==> config.mk <==
export PLATFORM = sky130hd
export DESIGN_NAME = mdio_master
export DESIGN_NICKNAME = d
export VERILOG_FILES = /design/src/rtl/mdio_pkg.sv /design/src/rtl/mdio_clkgen.sv /design/src/rtl/mdio_framer.sv /design/src/rtl/mdio_sampler.sv /design/src/rtl/mdio_master.sv
export SDC_FILE = /design/constraint.sdc
export NUM_CORES = 1
export LEC_CHECK = 0
export ABC_AREA = 1
export CORE_AREA = 10 10 103 151
export DETAILED_ROUTE_END_ITERATION = 16
export DIE_AREA = 0 0 113 161
export PLACE_DENSITY = 0.87
export SYNTH_ARGS = -nofsm -noshare
export SYNTH_HDL_FRONTEND = slang
export SYNTH_SLANG_ARGS = --single-unit
==> constraint.sdc <==
create_clock -name clk -period 4.2 [get_ports clk]
set_input_delay 1.05 -clock clk [delete_from_list [all_inputs] [get_ports clk]]
set_output_delay 1.05 -clock clk [all_outputs]
set_load 0.02 [all_outputs]
==> src/rtl/mdio_pkg.sv <==
// Shared frame geometry and command type for the MDIO master.
// Assumes 5-bit PHY and register addresses and 16-bit data, as the link defines.
package mdio_pkg;
    localparam int PHY_AW   = 5;
    localparam int REG_AW   = 5;
    localparam int DATA_W   = 16;
    localparam int PRE_LEN  = 32;
    localparam int TA_POS   = 2 + 2 + PHY_AW + REG_AW;      // body index of first turnaround bit
    localparam int BODY_LEN = TA_POS + 2 + DATA_W;
    localparam int SLOTS    = PRE_LEN + BODY_LEN;
    localparam int SLOT_W   = $clog2(SLOTS + 1);

    typedef struct packed {
        logic [1:0]        op;
        logic [PHY_AW-1:0] phy;
        logic [REG_AW-1:0] regad;
    } mdio_cmd_t;

    // Frame body after the preamble, MSB sent first.
    function automatic logic [BODY_LEN-1:0] build_body(input logic c45,
                                                        input mdio_cmd_t c,
                                                        input logic [DATA_W-1:0] d);
        logic [1:0] st;
        st = c45 ? 2'b00 : 2'b01;
        return {st, c.op, c.phy, c.regad, 2'b10, d};
    endfunction
endpackage

==> src/rtl/mdio_clkgen.sv <==
// MDC generator: a counter over one bit slot of 2*phase clocks.
// MDC is low in the first half of a slot and high in the second.
// Assumes phase >= 2 and that phase is not changed while running.
module mdio_clkgen #(
    parameter int PHASE_W = 8
) (
    input  logic               clk,
    input  logic               rst_n,
    input  logic               running,
    input  logic [PHASE_W-1:0] phase,
    output logic               mdc_o,
    output logic               bound_next,
    output logic               rise_next
);
    localparam int CW = PHASE_W + 1;

    logic [CW-1:0] cyc, cyc_n, last_cyc;

    assign last_cyc = {phase, 1'b0} - CW'(1);

    // Next position inside the slot; parked at zero when stopped.
    always_comb begin
        if (!running)              cyc_n = '0;
        else if (cyc >= last_cyc)  cyc_n = '0;
        else                       cyc_n = cyc + CW'(1);
    end

    assign bound_next = (cyc_n == '0);
    assign rise_next  = running && (cyc_n == {1'b0, phase});

    // Slot counter and registered MDC.
    always_ff @(posedge clk) begin
        if (!rst_n) begin
            cyc   <= '0;
            mdc_o <= 1'b0;
        end else begin
            cyc   <= cyc_n;
            mdc_o <= running && (cyc_n >= {1'b0, phase});
        end
    end
endmodule

==> src/rtl/mdio_framer.sv <==
// Frame sequencer: tracks the bit slot and shifts the frame body out MSB first.
// Preamble slots send ones; the body starts at slot PRE_LEN.
module mdio_framer
    import mdio_pkg::*;
(
    input  logic                clk,
    input  logic                rst_n,
    input  logic                load,
    input  logic                pre_en,
    input  logic [BODY_LEN-1:0] body,
    input  logic                step,
    output logic                bit_o,
    output logic [SLOT_W-1:0]   slot,
    output logic                last
);
    logic [BODY_LEN-1:0] sh;

    assign last  = (slot == SLOT_W'(SLOTS - 1));
    assign bit_o = (slot < SLOT_W'(PRE_LEN)) ? 1'b1 : sh[BODY_LEN-1];

    // Load a new frame or advance one slot at each slot boundary.
    always_ff @(posedge clk) begin
        if (!rst_n) begin
            sh   <= '0;
            slot <= '0;
        end else if (load) begin
            sh   <= body;
            slot <= pre_en ? '0 : SLOT_W'(PRE_LEN);
        end else if (step && !last) begin
            slot <= slot + SLOT_W'(1);
            if (slot >= SLOT_W'(PRE_LEN))
                sh <= {sh[BODY_LEN-2:0], 1'b0};
        end
    end
endmodule

==> src/rtl/mdio_sampler.sv <==
// Read capture: each arm loads a delay; when it runs out, one MDIO bit
// is shifted into the result word. Assumes arms are further apart than the delay.
module mdio_sampler #(
    parameter int SAMPLE_W = 9,
    parameter int WORD_W   = 16
) (
    input  logic                clk,
    input  logic                rst_n,
    input  logic                clr,
    input  logic                arm,
    input  logic [SAMPLE_W-1:0] delay,
    input  logic                din,
    output logic                armed,
    output logic [WORD_W-1:0]   word
);
    logic [SAMPLE_W-1:0] cnt;

    // Delay countdown and serial capture.
    always_ff @(posedge clk) begin
        if (!rst_n) begin
            armed <= 1'b0;
            cnt   <= '0;
            word  <= '0;
        end else if (clr) begin
            armed <= 1'b0;
            word  <= '0;
        end else if (arm) begin
            armed <= 1'b1;
            cnt   <= delay;
        end else if (armed) begin
            if (cnt <= SAMPLE_W'(1)) begin
                armed <= 1'b0;
                word  <= {word[WORD_W-2:0], din};
            end else begin
                cnt <= cnt - SAMPLE_W'(1);
            end
        end
    end

    // A capture window must close before the next one opens.
    assert_no_rearm_R4: assert property (@(posedge clk) disable iff (!rst_n)
        arm |-> !armed);
endmodule

==> src/rtl/mdio_master.sv <==
// MDIO management master top. Accepts a command word and launches a read or
// write frame. Drives MDC and MDIO with an output enable, and captures read
// data at a programmable delay. Assumes a legal configuration:
// 1 < sample, sample + 3 <= 2*phase, preamble on in Clause 45 mode, and
// configuration held stable while a frame is in flight.
module mdio_master
    import mdio_pkg::*;
#(
    parameter int PHASE_W  = 8,
    parameter int SAMPLE_W = 9
) (
    input  logic                clk,
    input  logic                rst_n,
    input  logic                en,
    input  logic                c45_mode,
    input  logic                preamble_en,
    input  logic                mdc_still,
    input  logic                sample_late,
    input  logic [PHASE_W-1:0]  phase,
    input  logic [SAMPLE_W-1:0] sample,
    input  logic                cmd_wr,
    input  logic [1:0]          cmd_op,
    input  logic [PHY_AW-1:0]   cmd_phy,
    input  logic [REG_AW-1:0]   cmd_reg,
    input  logic                wd_wr,
    input  logic [DATA_W-1:0]   wd_data,
    input  logic                rd_ack,
    input  logic                wr_ack,
    output logic [DATA_W-1:0]   rd_data,
    output logic                rd_val,
    output logic                rd_pend,
    output logic                wr_val,
    output logic                wr_pend,
    output logic                mdc,
    output logic                mdio_o,
    output logic                mdio_oe,
    input  logic                mdio_i
);
    localparam logic [SLOT_W-1:0] RELEASE_SLOT = SLOT_W'(PRE_LEN + TA_POS);
    localparam logic [SLOT_W-1:0] DATA_SLOT    = SLOT_W'(PRE_LEN + TA_POS + 2);

    mdio_cmd_t           cmd_q;
    logic [DATA_W-1:0]   wd_q;
    logic                go, busy, tail, is_read;
    logic                running, bound_next, rise_next;
    logic                launch, step, done, arm, armed;
    logic                frame_bit, last;
    logic [SLOT_W-1:0]   slot, arm_lo;
    logic [DATA_W-1:0]   cap_word;

    assign running = en && (busy || !mdc_still);
    assign launch  = en && go && !busy && bound_next;
    assign step    = busy && !tail && bound_next;
    assign done    = busy && tail && !armed;
    assign arm_lo  = sample_late ? DATA_SLOT : DATA_SLOT - SLOT_W'(1);
    assign arm     = busy && !tail && is_read && rise_next &&
                     (slot >= arm_lo) && (slot < arm_lo + SLOT_W'(DATA_W));

    assign mdio_oe = busy && !tail && !(is_read && slot >= RELEASE_SLOT);
    assign mdio_o  = mdio_oe ? frame_bit : 1'b1;

    mdio_clkgen #(.PHASE_W(PHASE_W)) u_clk (
        .clk(clk), .rst_n(rst_n), .running(running), .phase(phase),
        .mdc_o(mdc), .bound_next(bound_next), .rise_next(rise_next)
    );

    mdio_framer u_frm (
        .clk(clk), .rst_n(rst_n), .load(launch), .pre_en(preamble_en),
        .body(build_body(c45_mode, cmd_q, wd_q)), .step(step),
        .bit_o(frame_bit), .slot(slot), .last(last)
    );

    mdio_sampler #(.SAMPLE_W(SAMPLE_W), .WORD_W(DATA_W)) u_smp (
        .clk(clk), .rst_n(rst_n), .clr(launch || !en), .arm(arm),
        .delay(sample), .din(mdio_i), .armed(armed), .word(cap_word)
    );

    // Write-data holding register.
    always_ff @(posedge clk) begin
        if (!rst_n)     wd_q <= '0;
        else if (wd_wr) wd_q <= wd_data;
    end

    // Command acceptance, frame lifetime and pending flags.
    always_ff @(posedge clk) begin
        if (!rst_n) begin
            cmd_q   <= '0;
            go      <= 1'b0;
            busy    <= 1'b0;
            tail    <= 1'b0;
            is_read <= 1'b0;
            rd_pend <= 1'b0;
            wr_pend <= 1'b0;
        end else if (!en) begin
            go      <= 1'b0;
            busy    <= 1'b0;
            tail    <= 1'b0;
            rd_pend <= 1'b0;
            wr_pend <= 1'b0;
        end else begin
            if (cmd_wr && !go && !busy) begin
                cmd_q <= '{op: cmd_op, phy: cmd_phy, regad: cmd_reg};
                go    <= 1'b1;
            end
            if (launch) begin
                go      <= 1'b0;
                busy    <= 1'b1;
                tail    <= 1'b0;
                is_read <= cmd_q.op[1];
                rd_pend <= cmd_q.op[1];
                wr_pend <= !cmd_q.op[1];
            end else if (done) begin
                busy    <= 1'b0;
                tail    <= 1'b0;
                rd_pend <= 1'b0;
                wr_pend <= 1'b0;
            end else if (step && last) begin
                tail <= 1'b1;
            end
        end
    end

    // Completion flags, cleared by host acknowledge; completion wins.
    always_ff @(posedge clk) begin
        if (!rst_n) begin
            rd_val  <= 1'b0;
            wr_val  <= 1'b0;
            rd_data <= '0;
        end else begin
            if (done && is_read) begin
                rd_val  <= 1'b1;
                rd_data <= cap_word;
            end else if (rd_ack) begin
                rd_val <= 1'b0;
            end
            if (done && !is_read)  wr_val <= 1'b1;
            else if (wr_ack)       wr_val <= 1'b0;
        end
    end

    assert_off_quiet_R9: assert property (@(posedge clk) disable iff (!rst_n)
        !en |=> (!mdc && !mdio_oe && !rd_pend && !wr_pend));
    assert_one_kind_R5: assert property (@(posedge clk) disable iff (!rst_n)
        !(rd_pend && wr_pend));
    assert_rdval_source_R6: assert property (@(posedge clk) disable iff (!rst_n)
        $rose(rd_val) |-> $past(rd_pend));
    assert_wrval_source_R6: assert property (@(posedge clk) disable iff (!rst_n)
        $rose(wr_val) |-> $past(wr_pend));
    assert_launch_from_cmd_R8: assert property (@(posedge clk) disable iff (!rst_n)
        $rose(busy) |-> $past(go));
endmodule

==> results of run 1 <==
==> power by group <==
part	switching [W]	internal [W]	total [W]	leakage, nW
Combinational	0.000123	0.000106	0.000230	2.22
Sequential	0.00000915	0.00123	0.00124	1.03
Clock	0.000567	0.000892	0.00146	0.273
Total	0.000699	0.00223	0.00293	3.52
==> worst min-delay path, cell delays in order, from the launching register on <==
cell     delay (ps)
dfxtp_1         290
inv_1            60
a21oi_1          50
==> cell type report <==
type	instances	area [sq um]	share of cell area
Inverter	99	381.6	0.04428
Tap cell	159	198.9	0.02308
Sequential cell	127	2542	0.2950
Clock inverter	12	135.1	0.01568
Multi-Input combinational cell	654	3558	0.4129
Clock buffer	20	446.7	0.05183
Timing Repair Buffer	140	1355	0.1572
==> worst max path at each step <==
| stage | startpoint | to | slack (ps) | depth (start not counted) |
|---|---|---|---|---|
| finish | phase[0] | u_smp.cnt[3] | -240 | 26 |
| global route | phase[0] | u_smp.cnt[3] | -480 | 26 |
| CTS | phase[0] | u_smp.word[5] | 50 | 24 |
| detailed placement | phase[0] | u_smp.word[6] | -590 | 26 |
| global placement | phase[1] | u_smp.cnt[4] | -450 | 28 |
| floorplan | phase[0] | u_smp.cnt[6] | 90 | 27 |
==> kinds of logic (layout without fill, tap and decap cells) <==
| kind of cell | after synthesis | count (layout) |
|---|---|---|
| flip-flops | 127 | 127 |
| AO/OA/AOI/OAI | 166 | 166 |
| AND/OR/NAND/NOR | 442 | 443 |
| XOR/XNOR | 15 | 15 |
| adder cells (fa/ha/maj) | 30 | 30 |
| buffers and inverters | 145 | 271 |
==> metrics by stage <==
step                instance area, sq um  utilization
global route                        8618       0.6719
floorplan                           6475            -
global placement                    7631       0.5950
CTS                                 8363       0.6520
finish                              8618       0.6719
detailed placement                  7631       0.5950
==> synthesized netlist by cell type, types with 13 or more instances <==
library cell	n	area, sq um
inv_1	92	345.3
o21ai_0	45	225.2
a21oi_1	84	420.4
ha_1	30	375.4
nor3_1	24	120.1
dfxtp_1	127	2542
xor2_1	13	113.9
nor2_1	174	653.1
a31oi_1	16	100.1
clkbuf_1	25	93.84
nand2_1	156	585.6
nand3_1	58	290.3
==> repair_timing <==
item | 4_1_cts | 5_1_grt
pin swaps | 6 | 30
setup buffers | 5 | 6
gates resized for setup | 26 | 59
setup endpoints to repair | 25 | 32
gates cloned | 2 | 1
==> registers in the layout, indices dropped and copies added (netlist names) <==
register,cells
busy,1
cmd_q,12
go,1
is_read,1
rd_data,16
rd_pend,1
rd_val,1
tail,1
u_clk.cyc,9
u_clk.mdc_o,1
u_frm.sh,32
u_frm.slot,7
u_smp.armed,1
u_smp.cnt,9
u_smp.word,16
wd_q,16
wr_pend,1
wr_val,1
==> routing by layer <==
| layer | up-vias | share of wire | track usage |
|---|---|---|---|
| met5 | - | 0 | 0 |
| met4 | 0 | 0.055 | 0.1007 |
| met3 | 108 | 0.067 | 0.05191 |
| met2 | 323 | 0.52 | 0.3474 |
| met1 | 3077 | 0.36 | 0.1904 |
| li1 | 3224 | - | - |
==> results.ini, run 1 <==
[status]
status = finished with violations
violations = setup timing

[layout]
layout_commonest_cell = nor2_1
antenna_cells = 0
stdcell_count = 1211
n_fill_cell = 948
nNetsFinal = 1126
syn_to_final_growth_pct = 33.10
drive_gt1_frac = 0.1635
layout_common_cells = nor2_1, nand2_1, dfxtp_1, inv_1, a21oi_1

[synth]
syn_area_per_cell_sq_um = 7.000
synthArstFlopShare = 0
synth_area_sq_um = 6475
synth_fa_ha_area_frac = 0.05797
synth_xor_area_frac = 0.02029
syn_inst = 925
ys_warn_count = 0
ys_seq_area_frac = 0.3927
syn-num-nets = 1012
synth-seq-cells = 127
synth-simple-area-share = 0.2953
ys_types = 43
synth_compound_area_frac = 0.1387
synth-main-ff-cell = dfxtp_1
synth-edff-count = 0
muxShareOfSynthArea = 0
synth_top_family_by_area = simple AND/OR/NAND/NOR gates

[timing]
rsz0062_at_grt = true
fin_setup_tns_ps = -2280
fin_skew_ps = 10.50
relSlewSlack = 0.3044
hold_ws_ps = 454.2
setup_ws_ps = -242.7
drv_slew = 0
fin_crit_ps = 4443
fmax_ghz = 0.2251
finalHoldViolCount = 0
worstMarginPinSlew_ps = 1042
finalSetupViolCount = 25
period_share = 1.058

[critical_path]
r2r-start = u_clk.cyc[2]
path_buf_inv = 4
critical_path_arrival_ps = 4780
cp.required_ps = 4540
rr_worst_depth = 23
critPathSlowestCell = ha_1
worstPathMaxFanout = 8
path_class = input pin to register
r2r_slack_ps = 730
crit_family = simple AND/OR/NAND/NOR gates
r2r-end = u_smp.cnt[3]
crit_path_end_kind = register
slowest_delay_ps = 290
critPathLaunchType = input pin

[die]
die_height_um = 161
die_w_um = 113
dieArea_sq_um = 18190
ios = 80
start_util = 0.5048
core-area_sq_um = 12830
rows = 51

[pwr]
p_total_w = 0.002928
p_leak_nw = 3.520
vdd_ir_drop_max_uv = 329.7
powerDensity_nw_per_um2 = 339.8

[hold_path]
hp-class = register to register
whs_path_depth = 2
worstHoldStart = cmd_q[9]
worstHoldEndpoint = cmd_q[9]

[global_route]
grt_overflow_total = 0
grt_pass1_wl_mm = 29.19
grtUsageTotal = 0.1907
grt_pass1_vias = 6427
antenna_found_initial = 0
grt_start_max_net_pins = 43

[drt]
wl_mm = 19.72
vias = 6732
drt-initial-drc-count = 515
vias_per_cell = 5.559
drcViolationCount = 0
wl_per_cell_um = 16.29
ant_nets = 0
drt_pass1_iterations = 6

[clock_tree]
cts_tree = yes
cts-root-buf = clkbuf_16
cts_hold_buf = 0
path_clk_slew_ps = 60
h-tree-depth = 4
insertion_delay_ps = 420
clkSinkCount = 127
numCtsBuffers = 17
cts_buffer_depth = 2

[placed_design]
place.gp.congestion = 0.9351
hpwl_mm = 11.64
dpl.cell_count = 1166
dp_slack_ps = -593.5
portBuffers = 79

[flow_run]
cap_violations = 0

(Power assumes the default switching activity.)
==> inputs of run 2 (changes only) <==
--- a/config.mk
+++ b/config.mk
@@ -6,9 +6,9 @@
 export NUM_CORES = 1
 export LEC_CHECK = 0
 export ABC_AREA = 1
-export CORE_AREA = 10 10 103 151
+export CORE_AREA = 3 3 96 144
 export DETAILED_ROUTE_END_ITERATION = 16
-export DIE_AREA = 0 0 113 161
+export DIE_AREA = 0 0 99 147
 export PLACE_DENSITY = 0.87
 export SYNTH_ARGS = -nofsm -noshare
 export SYNTH_HDL_FRONTEND = slang
==> run 2 against run 1 <==
  * The run still ends with setup timing left
  * First-iteration DRC count is 4.5% lower
  * Count of clock-buffer cells in the layout is 1 lower
  * Clock skew is 4.7 ps lower
  * Via count is 1.7% lower
  * Global-route usage is 5.6 points higher
  * Final cell count is 0.33% lower
  * Register-to-register slack better by 90 ps
  * Routed wire length is 5.4% lower
  * Critical path depth is 5 higher
  * Hold slack better by 4.6 ps
  * Sequential power hardly changed
==> results.ini, run 2 (synthesis gave the netlist of run 1 again) <==
[clock_tree]
cts_tree = yes  ; unchanged
clkSinkCount = 127  ; unchanged
h-tree-depth = 4  ; unchanged
cts-root-buf = clkbuf_16  ; unchanged
cts_hold_buf = 0  ; unchanged
cts_buffer_depth = 2  ; unchanged
insertion_delay_ps = 420  ; about the same
numCtsBuffers = 17  ; unchanged
path_clk_slew_ps = 60  ; about the same

[pwr]
power_frac_comb = 0.073  ; was 0.078
p_switching_w = 0.0006910  ; was 0.0006993 W
vdd_ir_drop_max_uv = 275.7  ; was 329.7 uV
powerDensity_nw_per_um2 = 356.5  ; was 339.8 nW/um^2
p_total_w = 0.003080  ; was 0.002928 W
p_int_w = 0.002389  ; was 0.002229 W
netSwitchingFraction = 0.2244  ; was 0.2388
power.share.clock = 0.525  ; was 0.498
p_leak_nw = 3.509  ; was 3.520 nW
seqPwrFrac = 0.403  ; was 0.423

[die]
die_w_um = 99  ; was 113 um
rows = 50  ; was 51
start_util = 0.5149  ; was 0.5048
die_height_um = 147  ; was 161 um
ios = 80  ; unchanged
core-area_sq_um = 12570  ; was 12830 sq um
dieArea_sq_um = 14550  ; was 18190 sq um

[timing]
period_share = 1.015  ; was 1.058
fin_crit_ps = 4262  ; was 4443 ps
relSlewSlack = 0.3935  ; was 0.3044
finalSetupViolCount = 2  ; was 25
drv_slew = 0  ; unchanged
fin_skew_ps = 5.756  ; was 10.50 ps
hold_ws_ps = 458.8  ; was 454.2 ps
worstMarginPinSlew_ps = 908.5  ; was 1042 ps
setup_ws_ps = -62.15  ; was -242.7 ps
rsz0062_at_grt = true  ; unchanged
fmax_ghz = 0.2346  ; was 0.2251 GHz
finalHoldViolCount = 0  ; unchanged

[critical_path]
cp.required_ps = 4550  ; was 4540 ps
worstPathMaxFanout = 7  ; was 8
crit_path_end_kind = register  ; unchanged
critical_path_arrival_ps = 4610  ; was 4780 ps
critPathSlowestCell = ha_1  ; unchanged
slowest_delay_ps = 290  ; about the same
critPathLaunchType = input pin  ; unchanged
path_class = input pin to register  ; unchanged

[global_route]
grt_start_max_net_pins = 61  ; was 43
grt_overflow_total = 0  ; unchanged
antenna_found_initial = 0  ; unchanged
grtUsageTotal = 0.2465  ; was 0.1907
grt_pass1_vias = 6439  ; was 6427
grt_pass1_wl_mm = 29.21  ; was 29.19 mm

[layout]
registers.top_by_ff_count = u_frm.sh  ; unchanged
layout_common_cells = nor2_1, nand2_1, dfxtp_1, inv_1, a21oi_1  ; unchanged
layout_commonest_cell = nor2_1  ; unchanged
antenna_cells = 0  ; unchanged
syn_to_final_growth_pct = 33.43  ; was 33.10%
drive_gt1_frac = 0.1646  ; was 0.1635
final_area_sq_um = 8640  ; was 8618 sq um
largest_register_ffs = 32  ; unchanged
nNetsFinal = 1125  ; was 1126

[placed_design]
dpl_cell_area_sq_um = 7642  ; was 7631 sq um
place.gp.congestion = 0.9532  ; was 0.9351
hpwl_mm = 11.14  ; was 11.64 mm
portBuffers = 79  ; unchanged

[drt]
drcViolationCount = 0  ; unchanged
vias_per_cell = 5.485  ; was 5.559
ant_nets = 0  ; unchanged
vias = 6620  ; was 6732
drt-initial-drc-count = 492  ; was 515
wl_mm = 18.65  ; was 19.72 mm
drt_pass1_iterations = 6  ; unchanged
wl_per_cell_um = 15.45  ; was 16.29 um

[status]
status = finished with violations  ; unchanged
violations = setup timing  ; unchanged

[flow_run]
cap_violations = 0  ; unchanged

[hold_path]
hp-class = register to register  ; unchanged

[run 2: changes by cell type in the layout (fill, tap and decap cells not counted), moves of 3 or more]
cell and change:
a31oi_1 +5, a31oi_2 -4, nand2_1 -4, buf_6 -3, bufinv_16 +3, clkinv_4 +3
clkinvlp_4 -3, inv_2 +3, inv_4 -3, nand2_2 +3
[run 2: layer usage]
| metal | part of all wire | vias up | track usage |
|---|---|---|---|
| li1 | - | 3230 | - |
| met1 | 0.38 | 3023 | 0.2630 |
| met2 | 0.52 | 290 | 0.4411 |
| met3 | 0.058 | 77 | 0.05701 |
| met4 | 0.049 | 0 | 0.1340 |
| met5 | 0 | - | 0 |
[run 2: repair_timing]
action,in CTS,in global routing
pin swaps,29,38
gates cloned,3,0
gates resized for setup,46,41
setup buffers,6,2
endpoints found under the setup margin,26,26
[run 2: path summary, 6_finish.rpt]
| check | start | slack, ps | end | depth (start not counted) |
|---|---|---|---|---|
| setup / recovery | phase[0] | -60 | u_smp.cnt[8] | 31 |
| hold / removal | wd_q[7] | 460 | wd_q[7] | 2 |
| setup reg to reg | u_clk.cyc[2] | 820 | u_smp.cnt[8] | 25 |
| hold reg to reg | wd_q[7] | 460 | wd_q[7] | 2 |
[run 2: power by group through the flow]
| stage | combinational (W) | sequential [W] | clock, W |
|---|---|---|---|
| 2_1_floorplan | 0.000109 | 0.00126 | 0 |
| 5_1_grt | 0.000247 | 0.00124 | 0.00167 |
| 6_report | 0.000224 | 0.00124 | 0.00162 |
| 4_1_cts | 0.000215 | 0.00124 | 0.00161 |
| 3_5_place_dp | 0.000208 | 0.00127 | 0 |
| 3_3_place_gp | 0.000203 | 0.00126 | 0 |
[run 2: final cells by class]
| class | instances | area, sq um |
|---|---|---|
| multi-input combinational | 654 | 3561 |
| clock inverter | 13 | 211.5 |
| timing repair buffer | 139 | 1315 |
| sequential | 127 | 2542 |
| inverter | 99 | 381.6 |
| fill | 887 | 3935 |
| tap | 156 | 195.2 |
| clock buffer | 19 | 432.9 |
[run 2: critical path: cells and delay by family]
family                   cells  cell delay (ps)
AND/OR/NAND/NOR             16             1720
buffers and inverters       10              960
adder cells (fa/ha/maj)      3              690
XOR/XNOR                     1              110
AO/OA/AOI/OAI                1               70
[run 2: through the flow]
stage | instances | TNS, ps | utilization | setup WS (ps)
final | 1207 | -78.07 | 0.6871 | -62.15
after global routing | 1207 | -2746 | 0.6871 | -214.1
after CTS | 1205 | 0 | 0.6764 | 9.072
after detailed placement | 1165 | -19190 | 0.6078 | -571.1
after global placement | 1165 | -11510 | 0.6078 | -410.8
after floorplan | 925 | 0 | - | 90.37
==> inputs of run 3 (changes only) <==
--- a/config.mk
+++ b/config.mk
@@ -6,10 +6,11 @@
 export NUM_CORES = 1
 export LEC_CHECK = 0
 export ABC_AREA = 1
-export CORE_AREA = 3 3 96 144
+export CORE_AREA = 2 2 123 185
 export DETAILED_ROUTE_END_ITERATION = 16
-export DIE_AREA = 0 0 99 147
-export PLACE_DENSITY = 0.87
+export DIE_AREA = 0 0 125 187
+export GPL_TIMING_DRIVEN = 0
+export PLACE_DENSITY = 0.61
 export SYNTH_ARGS = -nofsm -noshare
 export SYNTH_HDL_FRONTEND = slang
 export SYNTH_SLANG_ARGS = --single-unit
==> run 3 against run 2 <==
  * The flow still finishes with violations (setup timing)
  * Via count decreased by 5.1%
  * Critical path depth fell by 8
  * Global-route usage shrank 9.0 points
  * Non-clock buffer count up 21
  * Clock skew rose by 6.5 ps
  * Final cell count is 12% higher
  * Combinational power increased by 6%
  * Core utilization down 29 points
  * Critical endpoint is now u_smp.cnt[4]
  * Largest cell class unchanged
==> results.ini, run 3 (synthesis gave the netlist of run 1 again) <==
[pwr]
p_leak_nw = 3.494  ; was 3.509 nW
vdd_ir_drop_max_uv = 255.5  ; was 275.7 uV
powerDensity_nw_per_um2 = 344.0  ; was 356.5 nW/um^2
p_total_w = 0.003021  ; was 0.003080 W

[timing]
fmax_ghz = 0.2369  ; was 0.2346 GHz
finalSetupViolCount = 5  ; was 2
finalHoldViolCount = 0  ; unchanged
hold_ws_ps = 457.1  ; was 458.8 ps
worstMarginPinSlew_ps = 861.3  ; was 908.5 ps
relSlewSlack = 0.4227  ; was 0.3935
rsz0062_at_grt = true  ; unchanged
fin_crit_ps = 4222  ; was 4262 ps
fin_skew_ps = 12.22  ; was 5.756 ps
drv_slew = 0  ; unchanged
fin_setup_tns_ps = -67.84  ; was -78.07 ps
period_share = 1.005  ; was 1.015
setup_ws_ps = -21.70  ; was -62.15 ps

[layout]
final_util = 0.3998  ; was 0.6871
n_fill_cell = 2288  ; was 887
largest_register_ffs = 32  ; unchanged
registers.top_by_ff_count = u_frm.sh  ; unchanged
drive_gt1_frac = 0.1541  ; was 0.1646
syn_to_final_growth_pct = 35.61  ; was 33.43%
final_area_sq_um = 8781  ; was 8640 sq um
antenna_cells = 0  ; unchanged
layout_common_cells = nor2_1, nand2_1, dfxtp_1, inv_1, a21oi_1  ; unchanged
nNetsFinal = 1145  ; was 1125
layout_commonest_cell = nor2_1  ; unchanged

[die]
dieArea_sq_um = 23380  ; was 14550 sq um
core-area_sq_um = 21960  ; was 12570 sq um
die_height_um = 187  ; was 147 um
rows = 67  ; was 50
start_util = 0.2948  ; was 0.5149
ios = 80  ; unchanged
die_w_um = 125  ; was 99 um

[global_route]
antenna_found_initial = 0  ; unchanged
globalRouteMet2Util = 0.2853  ; was 0.4411
grt_most_used_layer = met2  ; unchanged
grt_use_met3 = 0.02803  ; was 0.05701
grt_start_max_net_pins = 17  ; was 61
grt_pass1_wl_mm = 30.02  ; was 29.21 mm
grt_overflow_total = 0  ; unchanged
grt_pass1_vias = 6211  ; was 6439
met1_usage = 0.1775  ; was 0.2630
grtUsageTotal = 0.1568  ; was 0.2465

[hold_path]
worstHoldEndpoint = cmd_q[10]  ; was wd_q[7]
hp-class = register to register  ; unchanged
whs_path_depth = 2  ; unchanged
worstHoldStart = cmd_q[10]  ; was wd_q[7]

[critical_path]
r2r_slack_ps = 1010  ; was 820 ps
r2r-start = u_clk.cyc[4]  ; was u_clk.cyc[2]
r2r-end = u_smp.cnt[4]  ; was u_smp.cnt[8]
rr_worst_depth = 23  ; was 25
worstPathMaxFanout = 6  ; was 7
critical_path_arrival_ps = 4580  ; was 4610 ps
path_class = input pin to register  ; unchanged
critPathLaunchType = input pin  ; unchanged
crit_path_end_kind = register  ; unchanged
cp.required_ps = 4550  ; about the same

[drt]
wl_per_cell_um = 13.53  ; was 15.45 um
ant_nets = 0  ; unchanged
wl_mm = 18.22  ; was 18.65 mm
drt-initial-drc-count = 312  ; was 492
vias = 6284  ; was 6620
vias_per_cell = 4.665  ; was 5.485
drcViolationCount = 0  ; unchanged
drt_pass1_iterations = 6  ; unchanged

[clock_tree]
cts_tree = yes  ; unchanged
insertion_delay_ps = 420  ; about the same
h-tree-depth = 4  ; unchanged
clkSinkCount = 127  ; unchanged
cts_buffer_depth = 2  ; unchanged
numCtsBuffers = 17  ; unchanged
path_clk_slew_ps = 70  ; was 60 ps
cts-root-buf = clkbuf_16  ; unchanged

[placed_design]
hpwl_mm = 12.89  ; was 11.14 mm
dpl_cell_area_sq_um = 7601  ; was 7642 sq um
portBuffers = 78  ; was 79
place.gp.congestion = 0.8265  ; was 0.9532

[status]
status = finished with violations  ; unchanged
violations = setup timing  ; unchanged

[flow_run]
cap_violations = 0  ; unchanged

## run 3: cell types whose count changed in the layout (fill, tap and decap cells not counted), moves of 3 or more
cell and delta:
inv_6 +3, buf_6 +8, nand2_1 +4, bufinv_16 -3, clkinv_4 -3, clkbuf_1 +23
inv_8 +4, buf_2 +10, inv_2 -3, buf_4 -19, nand2_2 -5, nor3_2 -3
inv_4 +3
## run 3: how the worst max path moves through the flow
stage	from	end	slack [ps]	depth (start not counted)
finish	phase[7]	u_smp.cnt[4]	-20	23
global route	phase[7]	u_smp.cnt[6]	-230	23
CTS	phase[0]	u_smp.cnt[4]	-50	28
detailed placement	phase[0]	u_smp.cnt[6]	-1200	29
global placement	phase[0]	u_smp.cnt[6]	-1120	29
floorplan	phase[0]	u_smp.cnt[6]	90	27
## run 3: worst max-delay path: stages
cell             delay, ps
clkdlybuf4s50_1        480
inv_1                   90
xor2_2                 260
ha_1                   300
a21o_1                 180
nor2_2                 140
nand3_2                120
nor2_4                 220
nand2_4                100
ha_4                   260
nand4_1                140
nor2_4                 110
nand3_2                 90
nor3_2                 110
nand2_1                 80
nor2_2                 120
nand2_4                120
o21ai_4                 90
nand3_4                140
buf_12                 180
nand2_2                 40
nand2_1                 40
nor2_1                 110
## run 3: cell type report
class                      count  area (sq um)  share of cell area
tap                          276         345.3             0.03933
sequential                   127          2542              0.2895
buffer                        46         260.3             0.02964
inverter                      99         381.6             0.04346
timing repair buffer         114          1082              0.1233
clock inverter                15         191.4             0.02180
clock buffer                  17         425.4             0.04845
multi-input combinational    653          3552              0.4045
## run 3: stage by stage
stage | worst slack [ps] | std cells
3_3_place_gp | -1118 | 1279
3_5_place_dp | -1196 | 1279
2_1_floorplan | 90.37 | 925
4_1_cts | -52.12 | 1344
6_report | -21.70 | 1347
5_1_grt | -234.2 | 1347
## run 3: routing by layer
layer  routed length [um]  up-vias
met5                    0        -
met4                  595        0
met3                  601       29
met2                 9394      124
met1                 7627     2880
li1                     -     3251
## run 3: report_power, final
group / total [W] / switching (W) / internal, W / leakage [nW]
Sequential: 0.00124 / 0.00000929 / 0.00123 / 1.03
Clock: 0.00155 / 0.000639 / 0.000907 / 0.297
Combinational: 0.000237 / 0.000129 / 0.000108 / 2.17
Total: 0.00302 / 0.000777 / 0.00224 / 3.49
## run 3: timing repair
item,CTS,global route
buffers inserted,32,3
resized for setup,66,28
pin swaps,28,28
gates cloned,1,1
setup endpoints to repair,59,27
hold buffers,0,0
